File: src/rtl/slm_pkg.sv
`timescale 1ns/1ps
package slm_pkg;
  localparam int CELL_BITS = 16;
  localparam int TAP_W     = 4;

  function automatic int cells_per_column(input int addr_w);
    return 1 << (addr_w - TAP_W);
  endfunction
endpackage

File: src/rtl/slm_shift_cell.sv
`timescale 1ns/1ps
module slm_shift_cell
  import slm_pkg::*;
(
  input  logic             clk,
  input  logic             en,
  input  logic             din,
  input  logic [TAP_W-1:0] tap,
  output logic             tap_q,
  output logic             casc_q
);
  logic [CELL_BITS-1:0] bits_q;
  logic [CELL_BITS-1:0] bits_d;

  // next state: shift toward bit 15 under clock enable
  always_comb begin
    bits_d = bits_q;
    if (en) bits_d = {bits_q[CELL_BITS-2:0], din};
  end

  // storage carries no reset: contents come only from loading
  always_ff @(posedge clk) begin
    bits_q <= bits_d;
  end

  assign tap_q  = bits_q[tap];
  assign casc_q = bits_q[CELL_BITS-1];
endmodule

File: src/rtl/slm_column.sv
`timescale 1ns/1ps
module slm_column
  import slm_pkg::*;
#(
  parameter int ADDR_W = 6
) (
  input  logic              clk,
  input  logic              en,
  input  logic              din,
  input  logic [ADDR_W-1:0] addr,
  output logic              rbit,
  output logic              dout
);
  localparam int CELLS = cells_per_column(ADDR_W);
  localparam int SEL_W = ADDR_W - TAP_W;

  logic [CELLS:0]   link;
  logic [CELLS-1:0] taps;

  assign link[0] = din;

  for (genvar k = 0; k < CELLS; k++) begin : g_cell
    slm_shift_cell u_cell (
      .clk    (clk),
      .en     (en),
      .din    (link[k]),
      .tap    (addr[TAP_W-1:0]),
      .tap_q  (taps[k]),
      .casc_q (link[k+1])
    );
  end

  if (SEL_W == 0) begin : g_one
    assign rbit = taps[0];
  end else begin : g_mux
    assign rbit = taps[addr[ADDR_W-1:TAP_W]];
  end

  assign dout = link[CELLS];
endmodule

File: src/rtl/slm_rst_sync.sv
`timescale 1ns/1ps
module slm_rst_sync (
  input  logic clk,
  input  logic rst_n,
  output logic rst_q
);
  logic [1:0] sync_q;
  logic [1:0] sync_d;

  always_comb sync_d = {sync_q[0], 1'b1};

  always_ff @(posedge clk or negedge rst_n) begin
    if (!rst_n) sync_q <= 2'b00;
    else        sync_q <= sync_d;
  end

  assign rst_q = sync_q[1];
endmodule

File: src/rtl/shift_lut_mem.sv
`timescale 1ns/1ps
module shift_lut_mem
  import slm_pkg::*;
#(
  parameter int ADDR_W = 6,
  parameter int DATA_W = 4
) (
  input  logic              clk,
  input  logic              rst_n,
  input  logic              ser_in,
  input  logic              load_en,
  output logic              ser_out,
  output logic              load_en_out,
  input  logic [ADDR_W-1:0] rd_addr,
  output logic [DATA_W-1:0] rd_data
);
  logic          rst_q;
  logic [DATA_W:0] chain;
  logic          en_out_q;
  logic          en_out_d;

  slm_rst_sync u_rst (
    .clk   (clk),
    .rst_n (rst_n),
    .rst_q (rst_q)
  );

  // column c is fed by column c-1; sdi enters column 0
  assign chain[0] = ser_in;

  for (genvar c = 0; c < DATA_W; c++) begin : g_col
    slm_column #(.ADDR_W(ADDR_W)) u_col (
      .clk  (clk),
      .en   (load_en),
      .din  (chain[c]),
      .addr (rd_addr),
      .rbit (rd_data[c]),
      .dout (chain[c+1])
    );
  end

  assign ser_out = chain[DATA_W];

  // enable pass-through register
  always_comb en_out_d = load_en;

  always_ff @(posedge clk or negedge rst_q) begin
    if (!rst_q) en_out_q <= 1'b0;
    else        en_out_q <= en_out_d;
  end

  assign load_en_out = en_out_q;

  // enable forwarded one clock later
  a_r6_enable_rise: assert property (@(posedge clk) disable iff (!rst_q)
    load_en |=> load_en_out) else $error("a_r6_enable_rise");
  a_r6_enable_fall: assert property (@(posedge clk) disable iff (!rst_q)
    !load_en |=> !load_en_out) else $error("a_r6_enable_fall");
  // contents hold while not loading
  a_r3_read_hold: assert property (@(posedge clk) disable iff (!rst_q)
    (!$past(load_en) && $stable(rd_addr)) |-> $stable(rd_data)) else $error("a_r3_read_hold");
  // chain end moves only under the load enable
  a_r5_sdo_hold: assert property (@(posedge clk) disable iff (!rst_q)
    !load_en |=> $stable(ser_out)) else $error("a_r5_sdo_hold");
  // forwarded enable low while reset is held
  always_comb begin
    if (!rst_n) a_r7_reset_low: assert (load_en_out == 1'b0) else $error("a_r7_reset_low");
  end
endmodule

File: config.mk
export PLATFORM = sky130hd
export DESIGN_NAME = shift_lut_mem
export DESIGN_NICKNAME = d
export VERILOG_FILES = /design/src/rtl/slm_pkg.sv /design/src/rtl/slm_shift_cell.sv /design/src/rtl/slm_column.sv /design/src/rtl/slm_rst_sync.sv /design/src/rtl/shift_lut_mem.sv
export SDC_FILE = /design/constraint.sdc
export NUM_CORES = 1
export LEC_CHECK = 0
export BUFFER_PORTS_ARGS = -buffer_cell sky130_fd_sc_hd__buf_4
export CELL_PAD_IN_SITES_DETAIL_PLACEMENT = 1
export CELL_PAD_IN_SITES_GLOBAL_PLACEMENT = 1
export CORE_MARGIN = 1.5
export CORE_UTILIZATION = 45
export DETAILED_ROUTE_END_ITERATION = 8
export GPL_TIMING_DRIVEN = 0
export PLACE_DENSITY = 0.65
export RECOVER_POWER = 25
export SLEW_MARGIN = 20
export SYNTH_ARGS = -nofsm -noshare
export SYNTH_HDL_FRONTEND = slang
export SYNTH_SLANG_ARGS = --single-unit
export TNS_END_PERCENT = 5
File: constraint.sdc
create_clock -name clk -period 2.01 [get_ports clk]
set_clock_uncertainty 0.05 [all_clocks]
set_input_delay 0.201 -clock clk [delete_from_list [all_inputs] [get_ports clk]]
set_output_delay 0.201 -clock clk [all_outputs]
set_load 0.02 [all_outputs]
==> results.txt, run 1 <==
The die width came out at 152 µm. In this run the register-to-register setup slack is 1070 ps. The worst endpoint required time came out at 1760 ps. The critical path is of the flop to output port type.

The initial cell density of the core is 45.9%. The number of top-level design ports came out at 16. The placed instance area is 10500 µm².

The initialized floorplan defines 54 standard-cell rows. The portion of the clock cycle consumed by the worst path in the final layout is 129%. The most common cell after layout, fill and taps aside is sky130_fd_sc_hd__edfxtp_1. The measured slew at the worst slew-check pin came out at 2020 ps. The top cell types in the final layout, fill and taps aside, are sky130_fd_sc_hd__edfxtp_1 (256), sky130_fd_sc_hd__mux4_2 (53), sky130_fd_sc_hd__clkbuf_16 (27). The worst ir drop on vdd came out at 0.832 mV.

The sort of element at the start of the critical path is a flop. The smallest clock period supported by the final layout is computed as 2600 ps. Setup total negative slack on the finished layout was measured at -3130 ps. STA classifies the critical path endpoint as an output port. For this block, the routed nets add up to 19400 µm of wire. The number of cells on the worst hold path is 0. The net count of the finished layout came out at 503. The area of the core is 21800 µm². The worst hold path begins at u_rst.sync_q[0].

The worst hold path belongs to the class flop to flop. The number of antenna violations at the first check in global routing was 1. The layout-stage area growth over the synthesis result is 14.4%. The worst register-to-register path has a depth of 2. Summing all multi-input logic gate instances after layout gives 2060 µm². The netlist uses 32 different library cells. The full die area came out at 23100 µm². The combined area of all synthesized cells came out at 10000 µm².

The sequential element share of the synthesized area is 77.6%. The height of the chip is 152 µm. The number of DRC violations after detailed routing is 0. The final cell count without fillers is 791. The total overflow reported by the global router came out at 0. The number of nets in the synthesized netlist is 447. The first global-routing pass estimated 31100 µm of wire. Clock tree synthesis inserted a total of 27 buffers. The register area is 7760 µm². The clock transition at the registers of the reported paths is 60 ps. The number of warning messages in the yosys log came out at 0. The proportion of layout cells with a drive suffix above 1 is 28.6%.

The via count of the first global-routing pass came out at 4973. The remaining antenna violation count is 0. Setup repair after global routing could not meet its margin everywhere. The worst hold path endpoint is u_rst.sync_q[1]. The arrival time at the worst endpoint is 2350 ps. The beginning of the worst register-to-register path is g_col[0].u_col.g_cell[0].u_cell.bits_q[13].

The number of storage elements in the synthesis netlist is 259. Input and output buffers added on the ports amount to 12. The number of max-slew violations in the final report came out at 78. Entering global routing, the biggest net connects 96 pins.

The run finished, with violations left. Global routing used 17.6% of the available tracks across all layers. TritonCTS built the clock tree. The post-route cell area came out at 11400 µm². The design draws 11.6 mW. The clock latency reported for the late side of the worst-skew pair is 520 ps.

The worst register-to-register path ends at g_col[0].u_col.g_cell[0].u_cell.bits_q[14]. The tightest slew margin relative to the limit came out at -34.6%. The power density relative to cell area came out at 1010 nW/µm². The clock root buffer master is sky130_fd_sc_hd__clkbuf_16. The final route contains 4600 vias. The per-cell routed wire length is 24.6 µm. The routability congestion estimate from global placement is 0.738. The highest achievable clock rate is 385 MHz.

Counting the fill cells in the layout gives 1878. The depth of the CTS H-tree came out at 1. The leakage power is 3.86 nW. Detailed placement finished with a half-perimeter wire length of 12100 µm. The total placed cells including tap cells is 731. The largest buffer count on any clock path is 3. The number of endpoints with negative hold slack in the final report came to 0. The count of TritonRoute iterations in the first routing pass came out at 4. The mean number of vias per cell came out at 5.82. The number of sinks on the clock net is 259.

The worst-path maximum fanout came out at 2. The count of maximum capacitance violations is 1. The setup-violating endpoint count in the final report came out at 52. The setup slack after layout is -590 ps.

The count of routing violations after the opening detailed-route iteration came out at 443. Synthesis produced 437 cells. The synthesized area divided by synthesized cell count came out at 22.9 µm².

The checks that failed: max-capacitance violations, max-slew violations, negative setup slack.
routing by layer:
| layer | vias up | track usage, % | part of all wire (%) |
|---|---|---|---|
| li1 | 1987 | - | - |
| met1 | 2486 | 26.3 | 45 |
| met2 | 98 | 27.6 | 48 |
| met3 | 29 | 2.65 | 4.4 |
| met4 | 0 | 4.11 | 2.0 |
| met5 | - | 0 | 0 |
how the worst max path moves through the flow:
stage                                               start                                        end  slack (ps)
2_1_floorplan                                  rd_addr[0]                                 rd_data[2]           9
3_3_place_gp                                      load_en  g_col[2].u_col.g_cell[3].u_cell.bits_q[6]        -920
3_5_place_dp                                   rd_addr[1]                                 rd_data[2]        -790
4_1_cts         g_col[0].u_col.g_cell[1].u_cell.bits_q[4]                                 rd_data[0]        -650
5_1_grt        g_col[3].u_col.g_cell[0].u_cell.bits_q[15]                                 rd_data[3]        -660
6_report        g_col[0].u_col.g_cell[1].u_cell.bits_q[4]                                 rd_data[0]        -590
flip-flops by register name, summed over array words and instances, names as in the netlist:
| signal | count |
|---|---|
| load_en_out | 1 |
| g_col.u_col.g_cell.u_cell.bits_q | 256 |
| u_rst.sync_q | 2 |
synthesized netlist by cell type:
cell type                    n  area, µm²
sky130_fd_sc_hd__a21oi_1     2       10.0
sky130_fd_sc_hd__nor2b_1     2       12.5
sky130_fd_sc_hd__mux4_2     48       1080
sky130_fd_sc_hd__edfxtp_1  256       7690
sky130_fd_sc_hd__or3_1       3       18.8
sky130_fd_sc_hd__mux2i_1     8       80.1
sky130_fd_sc_hd__conb_1      1       3.75
sky130_fd_sc_hd__mux4_1     14        368
sky130_fd_sc_hd__nor2_1     10       37.5
sky130_fd_sc_hd__o22ai_1    10       62.6
sky130_fd_sc_hd__o221ai_1    5       43.8
sky130_fd_sc_hd__buf_2      11       55.1
sky130_fd_sc_hd__a31oi_1     6       37.5
sky130_fd_sc_hd__or4_1       4       30.0
sky130_fd_sc_hd__mux2_2      3       33.8
sky130_fd_sc_hd__o21ai_1     1       5.00
sky130_fd_sc_hd__buf_4       7       52.6
sky130_fd_sc_hd__clkbuf_1    2       7.51
sky130_fd_sc_hd__buf_6       5       56.3
sky130_fd_sc_hd__or3b_2      1       8.76
sky130_fd_sc_hd__nand2_1     6       22.5
sky130_fd_sc_hd__nand3_1     3       15.0
sky130_fd_sc_hd__o21ai_0     1       5.00
sky130_fd_sc_hd__nand2b_1    4       25.0
sky130_fd_sc_hd__o21ai_2     1       8.76
sky130_fd_sc_hd__nand3b_1    4       30.0
sky130_fd_sc_hd__dfrtp_1     3       75.1
sky130_fd_sc_hd__nor3b_1     2       15.0
sky130_fd_sc_hd__buf_12      2       40.0
sky130_fd_sc_hd__a32o_1      2       20.0
sky130_fd_sc_hd__nor3_1      6       30.0
sky130_fd_sc_hd__a22oi_1     4       30.0
per-stage QoR:
stage / hold slack (ps) / setup WS, ps / utilization, %
floorplan: -145 / 9.13 / -
global placement: -66.3 / -920 / 48.0
detailed placement: -65.2 / -788 / 48.2
CTS: 22.3 / -649 / 52.2
global route: 330 / -658 / 52.4
finish: 301 / -590 / 52.5
final cells by class:
| type | instances | area share, % |
|---|---|---|
| Tap cell | 280 | 3.06 |
| Clock buffer | 31 | 6.03 |
| Sequential cell | 259 | 67.8 |
| Timing Repair Buffer | 28 | 2.35 |
| Multi-Input combinational cell | 151 | 18.0 |
| Antenna cell | 1 | 0.0219 |
| Buffer | 26 | 2.13 |
| Clock inverter | 15 | 0.568 |
timing repair:
item | in CTS | in global routing
hold buffers | 4 | 0
cloned | 0 | 0
gates resized for setup | 19 | 6
buffers inserted | 5 | 5
pin swaps | 2 | 3
setup endpoints to repair | 4 | 4
hold endpoints to repair | 4 | 0
worst max-delay path: stages, from the launching register on:
cell and delay [ps]:
sky130_fd_sc_hd__edfxtp_1 360, sky130_fd_sc_hd__mux4_2 250, sky130_fd_sc_hd__nor3_1 40, sky130_fd_sc_hd__or3_1 390
sky130_fd_sc_hd__or4_4 460, sky130_fd_sc_hd__o221ai_4 90, sky130_fd_sc_hd__buf_6 130, sky130_fd_sc_hd__buf_6 100
kinds of logic (layout without fill, tap and decap cells):
group | after synthesis | after routing | share of synthesized area (%)
multiplexers | 73 | 73 | 15.6
AO/OA/AOI/OAI | 32 | 32 | 2.23
flip-flops | 259 | 259 | 77.6
other | 1 | 2 | 0.0375
buffers and inverters | 27 | 100 | 2.11
AND/OR/NAND/NOR | 45 | 45 | 2.45
report_power, final:
part | internal (mW) | switching [mW]
logic | 0.380 | 0.391
clock network | 2.43 | 1.93
registers | 6.29 | 0.156
total | 9.10 | 2.48
No activity file was read; power rests on OpenSTA's default activity.
==> run 2: changes to the inputs <==
--- a/config.mk
+++ b/config.mk
@@ -5,6 +5,7 @@
 export SDC_FILE = /design/constraint.sdc
 export NUM_CORES = 1
 export LEC_CHECK = 0
+export ABC_AREA = 1
 export BUFFER_PORTS_ARGS = -buffer_cell sky130_fd_sc_hd__buf_4
 export CELL_PAD_IN_SITES_DETAIL_PLACEMENT = 1
 export CELL_PAD_IN_SITES_GLOBAL_PLACEMENT = 1
@@ -12,7 +13,7 @@
 export CORE_UTILIZATION = 45
 export DETAILED_ROUTE_END_ITERATION = 8
 export GPL_TIMING_DRIVEN = 0
-export PLACE_DENSITY = 0.65
+export PLACE_DENSITY = 0.67
 export RECOVER_POWER = 25
 export SLEW_MARGIN = 20
 export SYNTH_ARGS = -nofsm -noshare
==> constraint.sdc (replaced) <==
create_clock -name clk -period 3 [get_ports clk]
set_clock_uncertainty 0.05 [all_clocks]
set_input_delay 0.3 -clock clk [delete_from_list [all_inputs] [get_ports clk]]
set_output_delay 0.3 -clock clk [all_outputs]
set_load 0.02 [all_outputs]
==> results.txt, run 2 <==
The fraction of post-synthesis cell area in the top cell type by area is 73.1%. The routability congestion estimate from global placement came out at 0.781. The power density relative to cell area is 681 nW/µm². The per-cell routed wire length is 22.1 µm. The setup-violating endpoint count in the final report is 0. The met1 usage in global routing came out at 33.1%.

The count of maximum capacitance violations came out at 1. The count of routing violations after the opening detailed-route iteration came out at 725. The number of warning messages in the yosys log is 0. At the worst endpoint, the required time is 2650 ps. The area of the core came out at 22800 µm². The total detailed-routing wirelength came out at 27400 µm.

After synthesis, the most frequently instantiated cells are sky130_fd_sc_hd__nand2_1 (324), sky130_fd_sc_hd__edfxtp_1 (256), sky130_fd_sc_hd__nand3_1 (216). Counting every instance in the synthesized netlist gives 862. The met3 track utilization from global routing is 3.33%. The worst setup path is captured at an output port. The worst-path maximum fanout is 10. The number of antenna violations at the first check in global routing is 1. The summed negative setup slack over all endpoints is 0 ps. The final standard cell utilization of the core is 52.2%. The final reports fail on max-capacitance violations, max-slew violations. The type of the tightest min-delay check is primary input to asynchronous set/reset pin.

The initialized floorplan defines 55 standard-cell rows. The count of buffers from port buffering came out at 12. The die width is 156 µm. For this run, the slowest stage of the critical path takes 540 ps. Setup repair after global routing left no endpoint under its margin. TritonCTS built the clock tree.

STA classifies the critical path startpoint as a primary input. The clock buffer count from CTS came out at 27. For this run, design rule violations remaining after detail routing come to 0. After global routing, the most crowded layer is met2. The number of endpoints with negative hold slack in the final report is 0. The number of flip-flops under the largest register name is 256.

The depth of the CTS H-tree came out at 1. The cell taking the most area after synthesis is sky130_fd_sc_hd__edfxtp_1. The signal on the critical path passes through buf_4 > inv_2 > clkbuf_1 > nand3_1 > nand3_1 > nand2_1 > nand2_1 > nand3_1 > nand3_1 > nand2_1 > buf_4 > buf_4.

The synthesized area divided by synthesized cell count is 12.2 µm². The number of storage elements in the synthesis netlist came out at 259. The number of vias in the routed layout came out at 6860. The first global-routing pass estimated 43200 µm of wire. The net count after synthesis is 872. The number of top-level design ports is 16.

The all-layer global routing usage came out at 23.6%. The sum of buffers and inverters on the critical path is 5. The most flop-heavy register is g_col.u_col.g_cell.u_cell.bits_q. The placed instance area came out at 11100 µm².

The tree is rooted in a sky130_fd_sc_hd__clkbuf_16. The remaining antenna violation count came out at 0. The initial cell density of the core is 46.2%. The clock transition at the registers of the reported paths came out at 60 ps. Global routing consumed, on the met2 layer, 38.4% of the routing resources. Counting stages on the worst path, the most repeated cell is sky130_fd_sc_hd__nand3_1. The worst ir drop on vdd came out at 0.476 mV. The largest individual stage delay along the critical path comes from the cell sky130_fd_sc_hd__clkbuf_1. After layout, the minimum clock period comes to 2620 ps.

The post-route cell area came out at 11900 µm². The number of synthesized flops with an enable pin is 256. The number of sinks on the clock net came out at 259. The measured slew at the worst slew-check pin came out at 1700 ps. By area the synthesized netlist is led by sky130_fd_sc_hd__edfxtp_1 (73%), sky130_fd_sc_hd__nand2_1 (12%), sky130_fd_sc_hd__nand3_1 (10%). The half-perimeter wire length after detailed placement came out at 18100 µm. The largest buffer count on any clock path is 3. In this run the cell area of the synthesized design comes to 10500 µm².

The clock reaches the later pin of the worst-skew pair after 540 ps. For this run, the post-layout net count is 918. The number of different library cells in the post-synthesis netlist came out at 12. The post-cts sizing count came out at 0. The library cells used most frequently in the layout, excluding fill and tap cells, are sky130_fd_sc_hd__nand2_1 (324), sky130_fd_sc_hd__edfxtp_1 (256), sky130_fd_sc_hd__nand3_1 (216). The total overflow reported by the global router came out at 0. The sequential element share of the synthesized area is 73.8%. The number of max-slew violations in the final report is 61. Counting flops with an async set or reset pin after synthesis yields a share of 1.16%. The proportion of layout cells with a drive suffix above 1 came out at 9.92%. The floorplan step defined a die boundary enclosing 24300 µm². The via count of the first global-routing pass is 7375. In the post-synthesis netlist, the cell with the most instances is sky130_fd_sc_hd__nand2_1. The height of the chip is 156 µm. The tightest slew margin relative to the limit came out at -13.5%. The mean number of vias per cell came out at 5.53. Static timing analysis puts the maximum clock frequency at 381 MHz.

The top flip-flop cell by instance count after synthesis is sky130_fd_sc_hd__edfxtp_1. Among cell families on the critical path, the largest total delay comes from buffers and inverters. The layout-stage area growth over the synthesis result came out at 13.0%.

The count of TritonRoute iterations in the first routing pass came out at 5. The antenna diode instance count came out at 0. The run finished, with violations left.

The leakage power is 4.53 nW. The pin count of the biggest net entering global routing is 105. The most common cell after layout, fill and taps aside is sky130_fd_sc_hd__nand2_1.

The worst hold margin is 37.7 ps. The type of the worst setup path is primary input to output port. The arrival time at the worst endpoint is 2270 ps. In the finished design, the share of the clock period the worst path needs comes to 87.5%.
run 2: changes by cell type after synthesis, sizes merged, moves of 8 or more:
cell / previous run / this run
nor2: 10 / 0
nand3: 3 / 216
o22ai: 10 / 0
mux2i: 8 / 0
mux4: 62 / 0
nand2: 6 / 324
buf: 25 / 48
run 2: final timing paths:
kind	from	to	slack (ps)	cells past startpoint
worst min-delay path	rst_n	u_rst.sync_q[0]	40	2
min in group clk	u_rst.sync_q[0]	u_rst.sync_q[1]	310	0
max in group asynchronous	u_rst.sync_q[1]	load_en_out	2290	1
worst max-delay path	rd_addr[1]	rd_data[3]	380	12
worst max register to register	g_col[3].u_col.g_cell[3].u_cell.bits_q[0]	g_col[3].u_col.g_cell[3].u_cell.bits_q[1]	2090	0
worst min register to register	u_rst.sync_q[0]	u_rst.sync_q[1]	310	0
run 2: routing by layer:
layer / vias up / routed length [µm] / part of all wire [%]
li1: 3115 / - / -
met4: 0 / 769 / 2.8
met2: 178 / 13000 / 48
met1: 3514 / 12200 / 44
met3: 53 / 1400 / 5.1
met5: - / 0 / 0
run 2: repair_timing:
| item | 4_1_cts | 5_1_grt |
|---|---|---|
| setup buffers | 0 | 0 |
| hold buffers | 3 | 0 |
| hold endpoints to repair | 4 | 0 |
run 2: report_power, final:
group	total [mW]	internal (mW)	switching [mW]	leakage (nW)
clock network	3.17	1.81	1.36	0.393
logic	0.599	0.192	0.407	1.60
registers	4.33	4.21	0.114	2.54
total	8.10	6.22	1.88	4.53
run 2: area by class of cell:
class	count	area, µm²
fillers	2356	10900
flip-flops and latches	259	7760
multi-input cells	541	2300
clock buffers	34	702
plain buffers	56	434
well taps	313	392
repair buffers	17	169
clock inverters	14	108
inverters	6	22.5
run 2: cell families after synthesis:
family	Yosys count	share of synthesized area, %
buffers and inverters	62	4.34
DFF	259	73.8
other	1	0.0356
and+or+nand+nor	540	21.8
run 2: through the flow:
stage,setup slack (ps),power (mW),std cells
global placement,-101,4.96,1187
CTS,383,8.16,1240
finish,375,8.10,1240
floorplan,1370,4.69,862
detailed placement,385,5.00,1189
global route,246,8.36,1240
==> run 3: changes to the inputs <==
--- a/config.mk
+++ b/config.mk
@@ -5,7 +5,6 @@
 export SDC_FILE = /design/constraint.sdc
 export NUM_CORES = 1
 export LEC_CHECK = 0
-export ABC_AREA = 1
 export BUFFER_PORTS_ARGS = -buffer_cell sky130_fd_sc_hd__buf_4
 export CELL_PAD_IN_SITES_DETAIL_PLACEMENT = 1
 export CELL_PAD_IN_SITES_GLOBAL_PLACEMENT = 1
@@ -13,7 +12,7 @@
 export CORE_UTILIZATION = 45
 export DETAILED_ROUTE_END_ITERATION = 8
 export GPL_TIMING_DRIVEN = 0
-export PLACE_DENSITY = 0.67
+export PLACE_DENSITY = 0.63
 export RECOVER_POWER = 25
 export SLEW_MARGIN = 20
 export SYNTH_ARGS = -nofsm -noshare
==> results.txt, run 3 (same netlist as run 1, synthesis figures left out) <==
Detailed routing inserted a total of 4542 vias. The count of TritonRoute iterations in the first routing pass came out at 4. The per-cell routed wire length came out at 24.5 µm.

The type of the worst setup path is primary input to output port. The all-layer global routing usage is 17.1%. The full die area came out at 23100 µm².

The height of the chip came out at 152 µm. The mean number of vias per cell came out at 5.83. Setup violations remaining at the end of the flow were counted as 0. Buffers placed on the I/O ports in this run total 12. Across the run, the number of max-cap violations was 1.

For the worst setup path, the data required time is 2650 ps. The min-delay analysis places its worst path in the category primary input to asynchronous set/reset pin. The flow ran to the end, but the final reports show violations. The portion of the clock cycle consumed by the worst path in the final layout is 97.9%.

The number of max-slew violations in the final report is 84. The largest buffer count on any clock path came out at 3. The power density relative to cell area came out at 691 nW/µm². The clock latency reported for the late side of the worst-skew pair came out at 520 ps. Clock-pin slew was measured on the worst setup and hold paths at 60 ps. The number of top-level design ports is 16. The layout-stage area growth over the synthesis result came out at 13.0%.

The total overflow reported by the global router came out at 0. Setup repair after global routing left no endpoint under its margin. The die width is 152 µm. The checks that failed: max-capacitance violations, max-slew violations. The area of the core came out at 21800 µm². The initial cell density of the core is 45.9%. Once the clock tree was built, the setup fixing pass inserted 0 buffers. The antenna diode instance count came out at 0. The number of antenna violations at the first check in global routing is 0. The half-perimeter wire length after detailed placement is 11800 µm.

The remaining antenna violation count came out at 0. The pin count of the biggest net entering global routing came out at 100. The summed negative setup slack over all endpoints came out at 0 ps. The clock buffer count from CTS is 27.

The total detailed-routing wirelength came out at 19100 µm. The leakage power came out at 3.80 nW. The number of endpoints with negative hold slack in the final report is 0.

IR analysis of the VDD net gives a maximum drop of 0.394 mV. The proportion of layout cells with a drive suffix above 1 is 25.1%. At the end of routability-driven placement, the weighted congestion stood at 0.738. The clock root buffer master is sky130_fd_sc_hd__clkbuf_16. The arrival time at the worst endpoint is 2590 ps. The floorplan row count is 54.

The register with the most flip-flops in the layout has 256 of them. The highest achievable clock rate is 341 MHz. The sort of element at the start of the critical path is a primary input.

STA classifies the critical path endpoint as an output port. The tightest slew margin relative to the limit is -41.3%. Hold timing on the final database bottoms out at a slack of 44.3 ps. The worst-path maximum fanout is 10.

The most flop-heavy register is g_col.u_col.g_cell.u_cell.bits_q. The final layout contains 493 nets. The final critical-path required period is 2940 ps. Leaving out fill and tap cells, the most frequent cell in the layout is sky130_fd_sc_hd__edfxtp_1. The number of sinks on the clock net came out at 259. The CTS tree is built. The via count of the first global-routing pass came out at 4830.

The measured slew at the worst slew-check pin is 2120 ps. The depth of the CTS H-tree is 1. Leaving out fill and tap cells, the most frequent cells in the layout are sky130_fd_sc_hd__edfxtp_1 (256), sky130_fd_sc_hd__mux4_2 (48), sky130_fd_sc_hd__clkbuf_16 (27).

The number of DRC violations after detailed routing came out at 0. The design draws 7.81 mW. The first global-routing pass estimated 30200 µm of wire. The count of routing violations after the opening detailed-route iteration is 433.
## run 3: path summary, 6_finish.rpt
path	depth (start not counted)	from	end	slack, ps
setup / recovery	10	rd_addr[1]	rd_data[2]	60
hold / removal	2	rst_n	u_rst.sync_q[0]	40
setup reg to reg	0	g_col[3].u_col.g_cell[0].u_cell.bits_q[8]	g_col[3].u_col.g_cell[0].u_cell.bits_q[9]	2220
hold reg to reg	0	u_rst.sync_q[0]	u_rst.sync_q[1]	330
max in group asynchronous	1	u_rst.sync_q[1]	load_en_out	2300
min in group clk	0	u_rst.sync_q[0]	u_rst.sync_q[1]	330
## run 3: metal layers
| metal | share of wire [%] | vias up | global-route usage, % | wire length (µm) |
|---|---|---|---|---|
| li1 | - | 1965 | - | - |
| met1 | 45 | 2429 | 26.1 | 8650 |
| met2 | 48 | 107 | 25.7 | 9090 |
| met3 | 4.1 | 41 | 2.50 | 792 |
| met4 | 3.1 | 0 | 5.64 | 590 |
| met5 | 0 | - | 0 | 0 |
## run 3: worst max-delay path, stage by stage
cell                      delay [ps]
sky130_fd_sc_hd__buf_4            80
sky130_fd_sc_hd__buf_2           230
sky130_fd_sc_hd__buf_2           290
sky130_fd_sc_hd__buf_2           380
sky130_fd_sc_hd__mux4_2          390
sky130_fd_sc_hd__a31oi_1         250
sky130_fd_sc_hd__nand3_1         130
sky130_fd_sc_hd__a32o_1          250
sky130_fd_sc_hd__buf_4           130
sky130_fd_sc_hd__buf_4           140
## run 3: where the power goes
| part | internal [mW] | leakage (nW) | total [mW] | switching, mW |
|---|---|---|---|---|
| logic | 0.226 | 0.878 | 0.471 | 0.245 |
| registers | 4.22 | 2.54 | 4.32 | 0.104 |
| clock network | 1.71 | 0.382 | 3.02 | 1.31 |
| total | 6.15 | 3.80 | 7.81 | 1.65 |
## run 3: area by class of cell
type	count	area [µm²]
sequential	259	7760
clock buffer	38	747
clock inverter	7	30.0
tap	280	350
multi-input combinational	151	2030
timing repair buffer	17	169
buffer	27	213
fill	1911	10500
## run 3: what timing repair did
| item | CTS | global route |
|---|---|---|
| gates resized for setup | 1 | 0 |
| endpoints found under the hold margin | 4 | 0 |
| hold buffers | 3 | 0 |
| endpoints found under the setup margin | 2 | 0 |
## run 3: per-stage QoR
stage / utilization, % / setup slack [ps] / instance area, µm² / instances
final: 51.8 / 63.4 / 11300 / 779
after global routing: 51.8 / 0.244 / 11300 / 779
after CTS: 51.9 / 30.4 / 11300 / 779
after detailed placement: 48.2 / -207 / 10500 / 731
after global placement: 47.9 / -210 / 10400 / 729
after floorplan: - / 723 / 10000 / 437
